`src/rtl/csel_pkg.sv`:
```
package csel_pkg;
  localparam int CMP_W  = 16;
  localparam int WS_W   = 4;
  localparam int TYPE_N = 5;
  localparam int CTL_AA = 8;
  localparam int CTL_AM = 5;

  typedef struct packed {
    logic [CMP_W-1:0]  base;
    logic [CMP_W-1:0]  mask;
    logic [WS_W-1:0]   ws;
    logic [8:0]        ctl_lo;
    logic              valid;
    logic [TYPE_N-1:0] amask;
  } chan_t;

  function automatic logic range_hit(logic [CMP_W-1:0] a, logic [CMP_W-1:0] b,
                                     logic [CMP_W-1:0] m);
    return ((a ^ b) & ~m) == '0;
  endfunction

  function automatic logic type_blocked(logic [TYPE_N-1:0] am, logic [2:0] typ,
                                        logic xm, logic am_en);
    if (int'(typ) >= TYPE_N) return 1'b0;
    if (xm && !am_en && typ != 3'd0) return 1'b0;
    return am[typ];
  endfunction
endpackage

```
`src/rtl/csel_regs.sv`:
```
module csel_regs import csel_pkg::*; #(
  parameter int NCH   = 8,
  parameter int SEL_W = $clog2(NCH)
) (
  input  logic                 clk,
  input  logic                 rst_n,
  input  logic                 wr,
  input  logic [SEL_W+1:0]     addr,
  input  logic [15:0]          wdata,
  output logic [15:0]          rdata,
  output chan_t [NCH-1:0]      chans
);
  logic [SEL_W-1:0] ch_idx;
  logic [1:0]       fld;
  assign ch_idx = addr[SEL_W+1:2];
  assign fld    = addr[1:0];

  for (genvar i = 0; i < NCH; i++) begin : g_ch
    logic sel;
    assign sel = wr && (int'(ch_idx) == i);
    always_ff @(posedge clk or negedge rst_n) begin
      if (!rst_n) begin
        chans[i].base   <= '0;
        chans[i].mask   <= (i == 0) ? '1 : '0;
        chans[i].ws     <= (i == 0) ? '1 : '0;
        chans[i].ctl_lo <= (i == 0) ? 9'h100 : 9'h000;
        chans[i].valid  <= 1'b0;
        chans[i].amask  <= '0;
      end else if (sel) begin
        case (fld)
          2'd0: chans[i].base <= wdata;
          2'd1: chans[i].mask <= wdata;
          2'd2: begin
            chans[i].ws     <= wdata[13:10];
            chans[i].ctl_lo <= wdata[8:0];
          end
          default: begin
            chans[i].valid <= wdata[0];
            chans[i].amask <= wdata[TYPE_N:1];
          end
        endcase
      end
    end
  end

  always_comb begin
    chan_t c;
    c = chans[ch_idx];
    case (fld)
      2'd0:    rdata = c.base;
      2'd1:    rdata = c.mask;
      2'd2:    rdata = {2'b00, c.ws, 1'b0, c.ctl_lo};
      default: rdata = {{(15-TYPE_N){1'b0}}, c.amask, c.valid};
    endcase
  end
endmodule

```
`src/rtl/csel_decode.sv`:
```
module csel_decode import csel_pkg::*; #(
  parameter int NCH   = 8,
  parameter int SEL_W = $clog2(NCH)
) (
  input  chan_t [NCH-1:0]   chans,
  input  logic [CMP_W-1:0]  addr_hi,
  input  logic [2:0]        typ,
  input  logic              xm,
  output logic              hit,
  output logic [SEL_W-1:0]  win,
  output logic [WS_W-1:0]   win_ws,
  output logic              win_aa
);
  logic [NCH-1:0] elig;

  for (genvar i = 0; i < NCH; i++) begin : g_elig
    logic decoded;
    assign decoded = chans[i].valid
                     && range_hit(addr_hi, chans[i].base, chans[i].mask)
                     && !type_blocked(chans[i].amask, typ, xm, chans[i].ctl_lo[CTL_AM]);
    if (i == 0) begin : g_boot
      assign elig[i] = !chans[i].valid || decoded;
    end else begin : g_norm
      assign elig[i] = decoded;
    end
  end

  always_comb begin
    win = '0;
    for (int i = NCH - 1; i >= 0; i--)
      if (elig[i]) win = SEL_W'(i);
  end

  assign hit    = |elig;
  assign win_ws = chans[win].ws;
  assign win_aa = chans[win].ctl_lo[CTL_AA];
endmodule

```
`src/rtl/csel_wait.sv`:
```
module csel_wait import csel_pkg::*; #(
  parameter int SEL_W = 3
) (
  input  logic             clk,
  input  logic             rst_n,
  input  logic             start,
  input  logic             hit,
  input  logic [SEL_W-1:0] idx,
  input  logic [WS_W-1:0]  ws,
  input  logic             aa,
  input  logic             ext_ack,
  output logic             active,
  output logic [SEL_W-1:0] sel,
  output logic             int_ack
);
  logic [WS_W-1:0] cnt, ws_q;
  logic            aa_q, launch, done;

  assign launch  = !active && start && hit;
  assign int_ack = active && aa_q && !ext_ack && (cnt == ws_q);
  assign done    = active && (int_ack || ext_ack);

  always_ff @(posedge clk or negedge rst_n) begin
    if (!rst_n) begin
      active <= 1'b0;
      sel    <= '0;
      cnt    <= '0;
      ws_q   <= '0;
      aa_q   <= 1'b0;
    end else if (launch) begin
      active <= 1'b1;
      sel    <= idx;
      cnt    <= '0;
      ws_q   <= ws;
      aa_q   <= aa;
    end else if (done) begin
      active <= 1'b0;
      cnt    <= '0;
    end else if (active && cnt != ws_q) begin
      cnt <= cnt + 1'b1;
    end
  end

  a_r10_ext_masks_int: assert property (@(posedge clk) disable iff (!rst_n)
    ext_ack |-> !int_ack);
  a_r9_no_auto_ack: assert property (@(posedge clk) disable iff (!rst_n)
    (active && !aa_q) |-> !int_ack);
  a_r8_count_bound: assert property (@(posedge clk) disable iff (!rst_n)
    active |-> (cnt <= ws_q));
  a_r12_release: assert property (@(posedge clk) disable iff (!rst_n)
    (active && (int_ack || ext_ack)) |=> !active);
  a_r12_launch: assert property (@(posedge clk) disable iff (!rst_n)
    (!active && start && hit) |=> (active && cnt == '0));
endmodule

```
`src/rtl/csel_unit.sv`:
```
module csel_unit import csel_pkg::*; #(
  parameter int NCH    = 8,
  parameter int ADDR_W = 32
) (
  input  logic                      clk,
  input  logic                      rst_n,
  input  logic                      reg_wr,
  input  logic [$clog2(NCH)+1:0]    reg_addr,
  input  logic [15:0]               reg_wdata,
  output logic [15:0]               reg_rdata,
  input  logic                      cyc_start,
  input  logic [ADDR_W-1:0]         bus_addr,
  input  logic [2:0]                acc_type,
  input  logic                      ext_master,
  input  logic                      ext_ack,
  output logic [NCH-1:0]            cs_n,
  output logic                      int_ack
);
  localparam int SEL_W = $clog2(NCH);

  chan_t [NCH-1:0]   chans;
  logic              dec_hit, active, dec_aa;
  logic [SEL_W-1:0]  dec_win, sel;
  logic [WS_W-1:0]   dec_ws;

  csel_regs #(.NCH(NCH), .SEL_W(SEL_W)) u_regs (
    .clk(clk), .rst_n(rst_n), .wr(reg_wr), .addr(reg_addr),
    .wdata(reg_wdata), .rdata(reg_rdata), .chans(chans));

  csel_decode #(.NCH(NCH), .SEL_W(SEL_W)) u_dec (
    .chans(chans), .addr_hi(bus_addr[ADDR_W-1 -: CMP_W]), .typ(acc_type),
    .xm(ext_master), .hit(dec_hit), .win(dec_win), .win_ws(dec_ws), .win_aa(dec_aa));

  csel_wait #(.SEL_W(SEL_W)) u_wait (
    .clk(clk), .rst_n(rst_n), .start(cyc_start), .hit(dec_hit), .idx(dec_win),
    .ws(dec_ws), .aa(dec_aa), .ext_ack(ext_ack), .active(active), .sel(sel),
    .int_ack(int_ack));

  for (genvar i = 0; i < NCH; i++) begin : g_cs
    assign cs_n[i] = !(active && int'(sel) == i);
  end

  a_r12_one_select: assert property (@(posedge clk) disable iff (!rst_n)
    $onehot0(~cs_n));
  a_r12_ack_only_selected: assert property (@(posedge clk) disable iff (!rst_n)
    int_ack |-> (cs_n != '1));
endmodule

```
`config.mk`:
```
export PLATFORM = sky130hd
export DESIGN_NAME = csel_unit
export DESIGN_NICKNAME = d
export VERILOG_FILES = /design/src/rtl/csel_pkg.sv /design/src/rtl/csel_regs.sv /design/src/rtl/csel_decode.sv /design/src/rtl/csel_wait.sv /design/src/rtl/csel_unit.sv
export SDC_FILE = /design/constraint.sdc
export NUM_CORES = 1
export LEC_CHECK = 0
export BUFFER_PORTS_ARGS = -buffer_cell sky130_fd_sc_hd__buf_2
export CORE_ASPECT_RATIO = 0.7
export CORE_MARGIN = 1.5
export CORE_UTILIZATION = 60
export CTS_CLUSTER_DIAMETER = 40
export DETAILED_ROUTE_END_ITERATION = 8
export PLACE_DENSITY_LB_ADDON = 0.3
export SLEW_MARGIN = 20
export SYNTH_ARGS = -nofsm -noshare
export SYNTH_HDL_FRONTEND = slang
export SYNTH_SLANG_ARGS = --single-unit
```
`constraint.sdc`:
```
create_clock -name clk -period 4.4 [get_ports clk]
set_input_delay 0.22 -clock clk [delete_from_list [all_inputs] [get_ports clk]]
set_output_delay 0.22 -clock clk [all_outputs]
set_load 0.05 [all_outputs]
```
==> flow_summary.ini, run 1 <==
[clock_tree]
clockBufferDepth = 3
cts_root_buf = clkbuf_16
cts_tree = yes
cts_buffers = 45
htree_num_levels = 2
clock_sinks = 421
insertion_delay_ns = 0.57
clk_pin_slew_worst_paths_ns = 0.07
post_cts_buffers = 0

[sta]
rsz0062_at_grt = false
worst_pin_slew_ns = 1.202
tns_ns = 0
finalCritPeriodShare_pct = 76.71
slew_headroom_pct = 19.65
final.setup_skew_ns = 0.01786
max_clock_freq_mhz = 296.3
period_needed_ns = 3.375
finalHoldViolations = 0
whs_ns = 0.1624
setup_viol = 0
slew_viol_final = 0

[logic_synthesis]
synthArstFlopShare_pct = 100.0
yosysTopAreaCell = dfrtp_1
yosys-top-cells-area = dfrtp_1, mux2_2, mux4_2
syn_inst = 1587
syn-num-nets = 1650
yosysMostFrequentCell = mux2_2
synth_edf_count = 0
yosysSeqAreaShare_pct = 47.94
synthFlopType = dfrtp_1
yosys.cell_types.count = 58
syn_avg_cell_area_um2 = 13.88
synth_common_cells = mux2_2, dfrtp_1, xnor2_1, mux4_2, clkbuf_1
yosysWarnings = 0
synth-seq-cells = 421
syn_area_um2 = 22030
synth_top_area_share_pct = 45.44

[drt]
drc = 0
vias = 14960
firstDrtPassIters = 5
wire_per_inst_um = 30.93
post_drt_via_cell_ratio = 7.025
ant_nets = 0
totalWireLength_um = 65890
drt_iter0_drc = 2100

[status]
status = complete, no violations

[place]
post_dp_cell_area_um2 = 22720
place.gp.congestion = 0.9649
dp_hpwl_um = 45450
placement.io_buffers = 70

[critical_path]
path_class = register to register
arrival_ns = 3.82
crit_path_max_incr_delay_ns = 0.74
rr_startpoint = u_regs.chans[0]$_DFFE_PN0P_
path_cells = mux4_2 -> nor3b_1 -> a2111oi_2 -> a31oi_2 -> inv_2 -> o41ai_4 -> mux2_2
cp-end-kind = register
slowest_stage = o41ai_4
cp_max_fo = 13
cp.required_ns = 4.84
start_kind = register
r2r_slack_ns = 1.02
r2r_end = u_wait.sel[1]$_DFFE_PN0N_
cp-startpoint = u_regs.chans[0]$_DFFE_PN0P_
reg2reg_depth = 7
timing.critical_path.to = u_wait.sel[1]$_DFFE_PN0N_

[floorplan]
die_x_um = 232.0
coreArea_um2 = 36070
die-area_um2 = 37890
ios = 87
rows = 58
die_y_um = 163.3
start_util_pct = 61.08

[final_layout]
fill_cells = 2515
fin_nets = 1675
drive_gt1_share_pct = 45.32
fin_area_um2 = 24250
area_delta_synth_final_pct = 10.08

[global_routing]
grt_max_degree = 103
grt_usage_pct = 35.97
grt_first_pass_wirelength_um = 98980
antenna_found_initial = 4
overflow = 0
grt_pass1_vias = 14860

[power]
powerDensity_nw_per_um2 = 497.3
leakage_nw = 10.40
peakVddDrop_mv = 0.3416

[min_path]
hold_path_class = primary input to register

[flow_run]
drv_cap = 0
worst min path at each step:
stage,start,end,slack (ns),depth (start not counted)
global route,reg_wdata[15],u_regs.chans[34]$_DFFE_PN1P_,0.17,2
floorplan,rst_n,u_regs.chans[0]$_DFFE_PN0P_,-0.08,0
finish,reg_wdata[14],u_regs.chans[33]$_DFFE_PN1P_,0.16,2
detailed placement,rst_n,u_regs.chans[58]$_DFFE_PN0P_,0.33,1
CTS,reg_wdata[14],u_regs.chans[33]$_DFFE_PN1P_,0.14,2
global placement,rst_n,u_regs.chans[7]$_DFFE_PN0P_,0.33,1
where the power goes:
part	internal (mW)	total [mW]	switching, mW
Clock	2.25	3.90	1.65
Combinational	1.42	2.80	1.37
Sequential	4.67	5.36	0.696
Total	8.34	12.1	3.72
registers in the layout, summed over array words and instances (netlist names):
name and count:
u_wait.cnt 4, u_wait.sel 3, u_wait.active 1, u_wait.aa_q 1
u_wait.ws_q 4, u_regs.chans 408
worst max-delay path: cells and delay by family (launching register included):
| family | cells | cell delay (ns) |
|---|---|---|
| DFF | 1 | 0.42 |
| and+or+nand+nor | 1 | 0.40 |
| muxes | 2 | 0.64 |
| AOI/OAI and AO/OA | 3 | 1.57 |
| buffers and inverters | 1 | 0.21 |
layout make-up:
type / count / area [um^2] / share of cell area (%)
diodes: 4 / 10.01 / 0.04128
clock buffers: 60 / 1242 / 5.124
clock inverters: 21 / 254.0 / 1.047
inverters: 6 / 22.52 / 0.09287
multi-input cells: 1037 / 10910 / 45.00
flip-flops and latches: 421 / 10560 / 43.55
well taps: 480 / 600.6 / 2.477
repair buffers: 101 / 646.9 / 2.668
per-stage QoR:
step	util [%]	power [mW]	setup WS (ns)	cells
after CTS	67.21	11.99	1.088	2126
after global routing	67.23	12.46	0.9085	2129
final	67.23	12.06	1.025	2130
after detailed placement	63.00	8.112	0.9575	2043
after floorplan	-	7.143	1.109	1587
after global placement	63.00	7.994	1.007	2043
cells by family after synthesis:
kind of cell	Yosys count	share of synthesized area, %
xor gates and xnor gates	135	5.367
AOI/OAI and AO/OA	149	4.680
buffers and inverters	129	2.579
DFF	421	47.94
muxes	573	35.07
and+or+nand+nor	179	4.300
adders and majority gates	1	0.05679
per-layer routing:
metal | up-vias | wire, um | track usage, %
met5 | - | 0 | 0
met4 | 0 | 2367 | 11.89
met3 | 157 | 8179 | 10.34
met2 | 910 | 27720 | 49.82
met1 | 7885 | 27620 | 54.37
li1 | 6012 | - | -
placed cells by master (no fill, tap or decap), types with 7 or more instances in the layout:
master,netlist,layout
a21oi_1,12,12
nor2_1,54,49
nor4_1,15,15
a211oi_1,12,12
mux2_2,418,418
nand4_1,9,9
buf_2,36,66
nand3_1,10,10
mux2i_1,38,38
o21ai_0,25,25
buf_4,2,28
o22ai_1,66,66
dfstp_2,21,21
nand2_1,32,32
mux4_2,116,116
nor2b_1,16,16
clkbuf_1,72,9
xnor2_1,130,130
nand2b_1,9,9
nor3_1,10,10
clkbuf_16,0,45
o22a_1,7,7
dfrtp_1,400,400
repair_timing:
action | 4_1_cts | 5_1_grt
gates resized for setup | 0 | 0
hold endpoints to repair | 91 | 0
hold buffers | 2 | 0
No activity file was read; power rests on OpenSTA's default activity.
==> inputs of run 2 (changes only) <==
CORE_UTILIZATION = 56   (was 60)
clock period = 3.1 ns   (was 4.4 ns; I/O delays follow)
==> flow_summary.ini, run 2 (same netlist as run 1, synthesis figures left out) <==
[sta]
finalCritPeriodShare_pct = 96.28
period_needed_ns = 2.985
slew_headroom_pct = 49.76
fin_ws_ns = 0.1155
final.setup_skew_ns = 0.01840
worst_pin_slew_ns = 0.7535
slew_viol_final = 0
tns_ns = 0
rsz0062_at_grt = false
finalHoldViolations = 0
max_clock_freq_mhz = 335.1
setup_viol = 0
whs_ns = 0.09274

[power]
peakVddDrop_mv = 0.5203
powerDensity_nw_per_um2 = 710.5
p_clk_share_pct = 34.4
p_sw_mw = 5.450
leakage_nw = 10.95
power_frac_seq_pct = 42.5
p_int_mw = 12.53
p_comb_share_pct = 23.1
sw_frac_of_total_pct = 30.31

[global_routing]
overflow = 0
grt_max_degree = 104
grt_pass1_vias = 15200
grt_first_pass_wirelength_um = 102400
antenna_found_initial = 4
grt_usage_pct = 34.97

[drt]
wl_met2_um = 29660
totalWireLength_um = 68940
maxUsedRoutingLayer = met4
drc = 0
firstDrtPassIters = 7
ant_nets = 0
post_drt_via_cell_ratio = 6.762
vias = 15280
drt_iter0_drc = 1705
met1_length_um = 28210
wl_met3_um = 8704
wire_per_inst_um = 30.52

[min_path]
worstHoldStart = reg_wdata[15]
hold_path_class = primary input to register
min_to = u_regs.chans[34]$_DFFE_PN1P_
min_path_cells = 2

[final_layout]
fill_cells = 2807
layout_commonest_cell = mux2_2
drive_gt1_share_pct = 48.64
largest_reg_flops = 408
largest_register = u_regs.chans
top_regs = u_regs.chans (408), u_wait.cnt (4), u_wait.ws_q (4)
multi_input_area_um2 = 10960
final_cell_mix = mux2_2, dfrtp_1, xnor2_1
seq_area_um2 = 10560
area_delta_synth_final_pct = 14.86
fin_nets = 1756

[clock_tree]
clk_pin_slew_worst_paths_ns = 0.06
cts_root_buf = clkbuf_16
cts_buffers = 48
clockBufferDepth = 3
insertion_delay_ns = 0.57
htree_num_levels = 2
clock_sinks = 421
cts_tree = yes

[floorplan]
coreArea_um2 = 38590
ios = 87
rows = 60
die-area_um2 = 40550
die_y_um = 168.9
start_util_pct = 57.09
die_x_um = 240.1

[critical_path]
start_kind = register
path_class = register to register
cp_max_fo = 6
reg2reg_depth = 10
cp-end-kind = register
cp-startpoint = u_regs.chans[404]$_DFFE_PN0P_
r2r_slack_ns = 0.12
r2r_end = u_wait.aa_q$_DFFE_PN0N_
rr_startpoint = u_regs.chans[404]$_DFFE_PN0P_
arrival_ns = 3.44
cp.required_ns = 3.56

[place]
dpl_worst_slack_ns = 0.07598
dp_hpwl_um = 48750
placement.io_buffers = 70
place.gp.congestion = 1.004

[status]
status = complete, no violations

[flow_run]
drv_cap = 0
==> run 2: cell count changes in the layout (fill, tap and decap cells not counted), sizes merged <==
cell and delta:
buf +78, bufinv +5, clkinvlp +2, clkbuf -1, diode -1, inv -1
==> run 2: area by class of cell <==
cell class,count,share of cell area [%]
diodes,3,0.02967
well taps,527,2.606
multi-input cells,1037,43.33
flip-flops and latches,421,41.74
clock inverters,27,1.563
clock buffers,59,5.192
repair buffers,179,5.454
inverters,6,0.08901
==> run 2: worst max path at each step <==
stage,end,cells past startpoint,slack (ns)
final,u_wait.aa_q$_DFFE_PN0N_,10,0.12
after global routing,u_wait.aa_q$_DFFE_PN0N_,10,0.02
after CTS,u_wait.aa_q$_DFFE_PN0N_,10,0.14
after detailed placement,u_wait.ws_q[2]$_DFFE_PN0N_,9,0.08
after global placement,u_wait.aa_q$_DFFE_PN0N_,10,0.05
after floorplan,reg_rdata[13],7,0.01
==> run 2: timing repair <==
item | CTS | global route
endpoints found under the hold margin | 60 | 0
hold buffers | 2 | 0
buffers inserted | 0 | 4
gates resized for setup | 0 | 5
setup endpoints to repair | 0 | 5
==> run 2: metal layers <==
layer,global-route usage [%],vias up
li1,-,6165
met1,50.08,8066
met2,49.70,908
met3,12.46,136
met4,11.32,0
met5,0,-
==> run 2: critical path, stage by stage (launching register included) <==
cell and delay [ns]:
dfrtp_1 0.42, xnor2_2 0.28, o22ai_1 0.18, nor4_1 0.41
nand4_1 0.33, nand2b_4 0.17, a31oi_2 0.14, nor2_2 0.31
buf_4 0.20, a21oi_1 0.07, a221o_1 0.35
==> run 2: per-stage QoR <==
stage	instances	instance area (um^2)	power (mW)	util, %
5_1_grt	2259	25300	18.55	65.57
3_3_place_gp	2164	23500	11.53	60.90
4_1_cts	2252	25230	17.87	65.38
3_5_place_dp	2164	23500	11.70	60.90
2_1_floorplan	1587	22040	10.14	-
6_report	2259	25300	17.98	65.57
==> run 2: power groups by stage <==
stage	Combinational, mW	Sequential, mW	Clock, mW
6_report	4.15	7.64	6.19
5_1_grt	4.36	7.76	6.43
4_1_cts	4.06	7.60	6.22
3_5_place_dp	4.03	7.68	0
3_3_place_gp	3.93	7.60	0
2_1_floorplan	2.86	7.28	0
==> inputs of run 3 (changes only) <==
CORE_UTILIZATION = 58   (was 56)
CTS_BUF_LIST = sky130_fd_sc_hd__clkbuf_4   (was not set)
==> flow_summary.ini, run 3 (same netlist as run 1, synthesis figures left out) <==
[global_routing]
overflow = 0
grt_usage_pct = 35.67
grt_first_pass_wirelength_um = 102400
grt_pass1_vias = 15560
grt_max_degree = 76
antenna_found_initial = 2

[clock_tree]
cts_tree = yes
cts_root_buf = clkbuf_4
htree_num_levels = 3
clk_pin_slew_worst_paths_ns = 0.08
insertion_delay_ns = 0.90
clock_sinks = 421
clockBufferDepth = 3
cts_buffers = 102

[flow_run]
drv_cap = 0

[drt]
totalWireLength_um = 68040
drc = 0
drt_iter0_drc = 1841
post_drt_via_cell_ratio = 6.682
vias = 15590
wire_per_inst_um = 29.16
firstDrtPassIters = 6
ant_nets = 0

[critical_path]
path_class = register to primary output
arrival_ns = 2.91
cp.required_ns = 2.94
cp-end-kind = primary output
cp_max_fo = 3
start_kind = register

[sta]
worst_pin_slew_ns = 0.9822
final.setup_skew_ns = 0.06374
finalHoldViolations = 0
tns_ns = 0
period_needed_ns = 3.064
finalCritPeriodShare_pct = 98.83
rsz0062_at_grt = false
slew_headroom_pct = 34.52
setup_viol = 0
fin_ws_ns = 0.03617
max_clock_freq_mhz = 326.4
slew_viol_final = 0

[power]
power_frac_seq_pct = 46.1
p_total_mw = 16.51
peakVddDrop_mv = 0.3828
p_int_mw = 11.18
p_clk_share_pct = 28.9
p_comb_share_pct = 25.0
sw_frac_of_total_pct = 32.30
p_sw_mw = 5.333
powerDensity_nw_per_um2 = 659.8
leakage_nw = 10.95

[floorplan]
coreArea_um2 = 37280
die_x_um = 235.9
start_util_pct = 59.09
rows = 59
die-area_um2 = 39180
die_y_um = 166.1
ios = 87

[final_layout]
layout_commonest_cell = mux2_2
final_cell_mix = mux2_2, dfrtp_1, clkbuf_4
drive_gt1_share_pct = 50.14
top_regs = u_regs.chans (408), u_wait.cnt (4), u_wait.ws_q (4)
stdcell_count = 2333
largest_register = u_regs.chans
largest_reg_flops = 408
fin_nets = 1826
area_delta_synth_final_pct = 13.61

[min_path]
hold_path_class = primary input to register

[place]
place.gp.congestion = 0.9923
dp_hpwl_um = 48260
placement.io_buffers = 70
dpl_worst_slack_ns = 0.01060
post-place-cells = 2118

[status]
status = complete, no violations
[run 3: worst paths after layout]
check | start | cells after the start | endpoint | slack [ns]
worst max-delay path | u_regs.chans[395]$_DFFE_PN0P_ | 4 | reg_rdata[3] | 0.04
worst min-delay path | reg_addr[0] | 4 | u_regs.chans[215]$_DFFE_PN0P_ | 0.12
worst max register to register | u_regs.chans[404]$_DFFE_PN0P_ | 9 | u_wait.aa_q$_DFFE_PN0N_ | 0.15
worst min register to register | u_regs.chans[108]$_DFFE_PN0P_ | 1 | u_regs.chans[108]$_DFFE_PN0P_ | 0.50
max in group asynchronous | rst_n | 4 | u_regs.chans[34]$_DFFE_PN1P_ | 2.07
min in group asynchronous | rst_n | 3 | u_regs.chans[21]$_DFFE_PN1P_ | 0.51
[run 3: area by class of cell]
class                   instances  area, um^2
multi-input cells            1037       10950
clock inverters                22       122.6
inverters                       6       22.52
clock buffers                 162        1216
diodes                          2       5.005
fillers                      2638       12250
repair buffers                195        1538
flip-flops and latches        421       10560
well taps                     488       610.6
[run 3: timing repair]
action	in CTS	in global routing
gates resized for setup	1	5
hold buffers	23	0
endpoints found under the setup margin	2	6
hold endpoints to repair	770	0
buffers inserted	0	6
pin swaps	0	3
[run 3: power by group through the flow]
stage | combinational [mW] | sequential (mW) | clock [mW]
after detailed placement | 3.99 | 7.67 | 0
after global placement | 3.90 | 7.60 | 0
final | 4.13 | 7.61 | 4.78
after CTS | 4.04 | 7.57 | 4.82
after global routing | 4.34 | 7.73 | 5.12
after floorplan | 2.86 | 7.28 | 0
[run 3: worst max-delay path, cell delays in order, from the launching register on]
cell     delay, ns
dfrtp_1       0.41
mux4_2        0.57
mux4_2        0.53
mux2_2        0.31
buf_4         0.19
[run 3: metrics by stage]
| stage | util, % | hold slack, ns | instance area [um^2] |
|---|---|---|---|
| after floorplan | - | -0.1406 | 22040 |
| after global placement | 62.64 | 0.2144 | 23350 |
| after detailed placement | 62.64 | 0.2175 | 23350 |
| after CTS | 66.91 | 0.04940 | 24940 |
| after global routing | 67.13 | 0.08884 | 25030 |
| final | 67.13 | 0.1160 | 25030 |
[run 3: layer usage]
metal,wire length [um],global-route usage (%),vias to the layer above
met4,2298,12.17,0
met1,28330,53.03,8081
met3,8966,12.58,178
met5,0,0,-
met2,28450,48.51,971
li1,-,-,6360
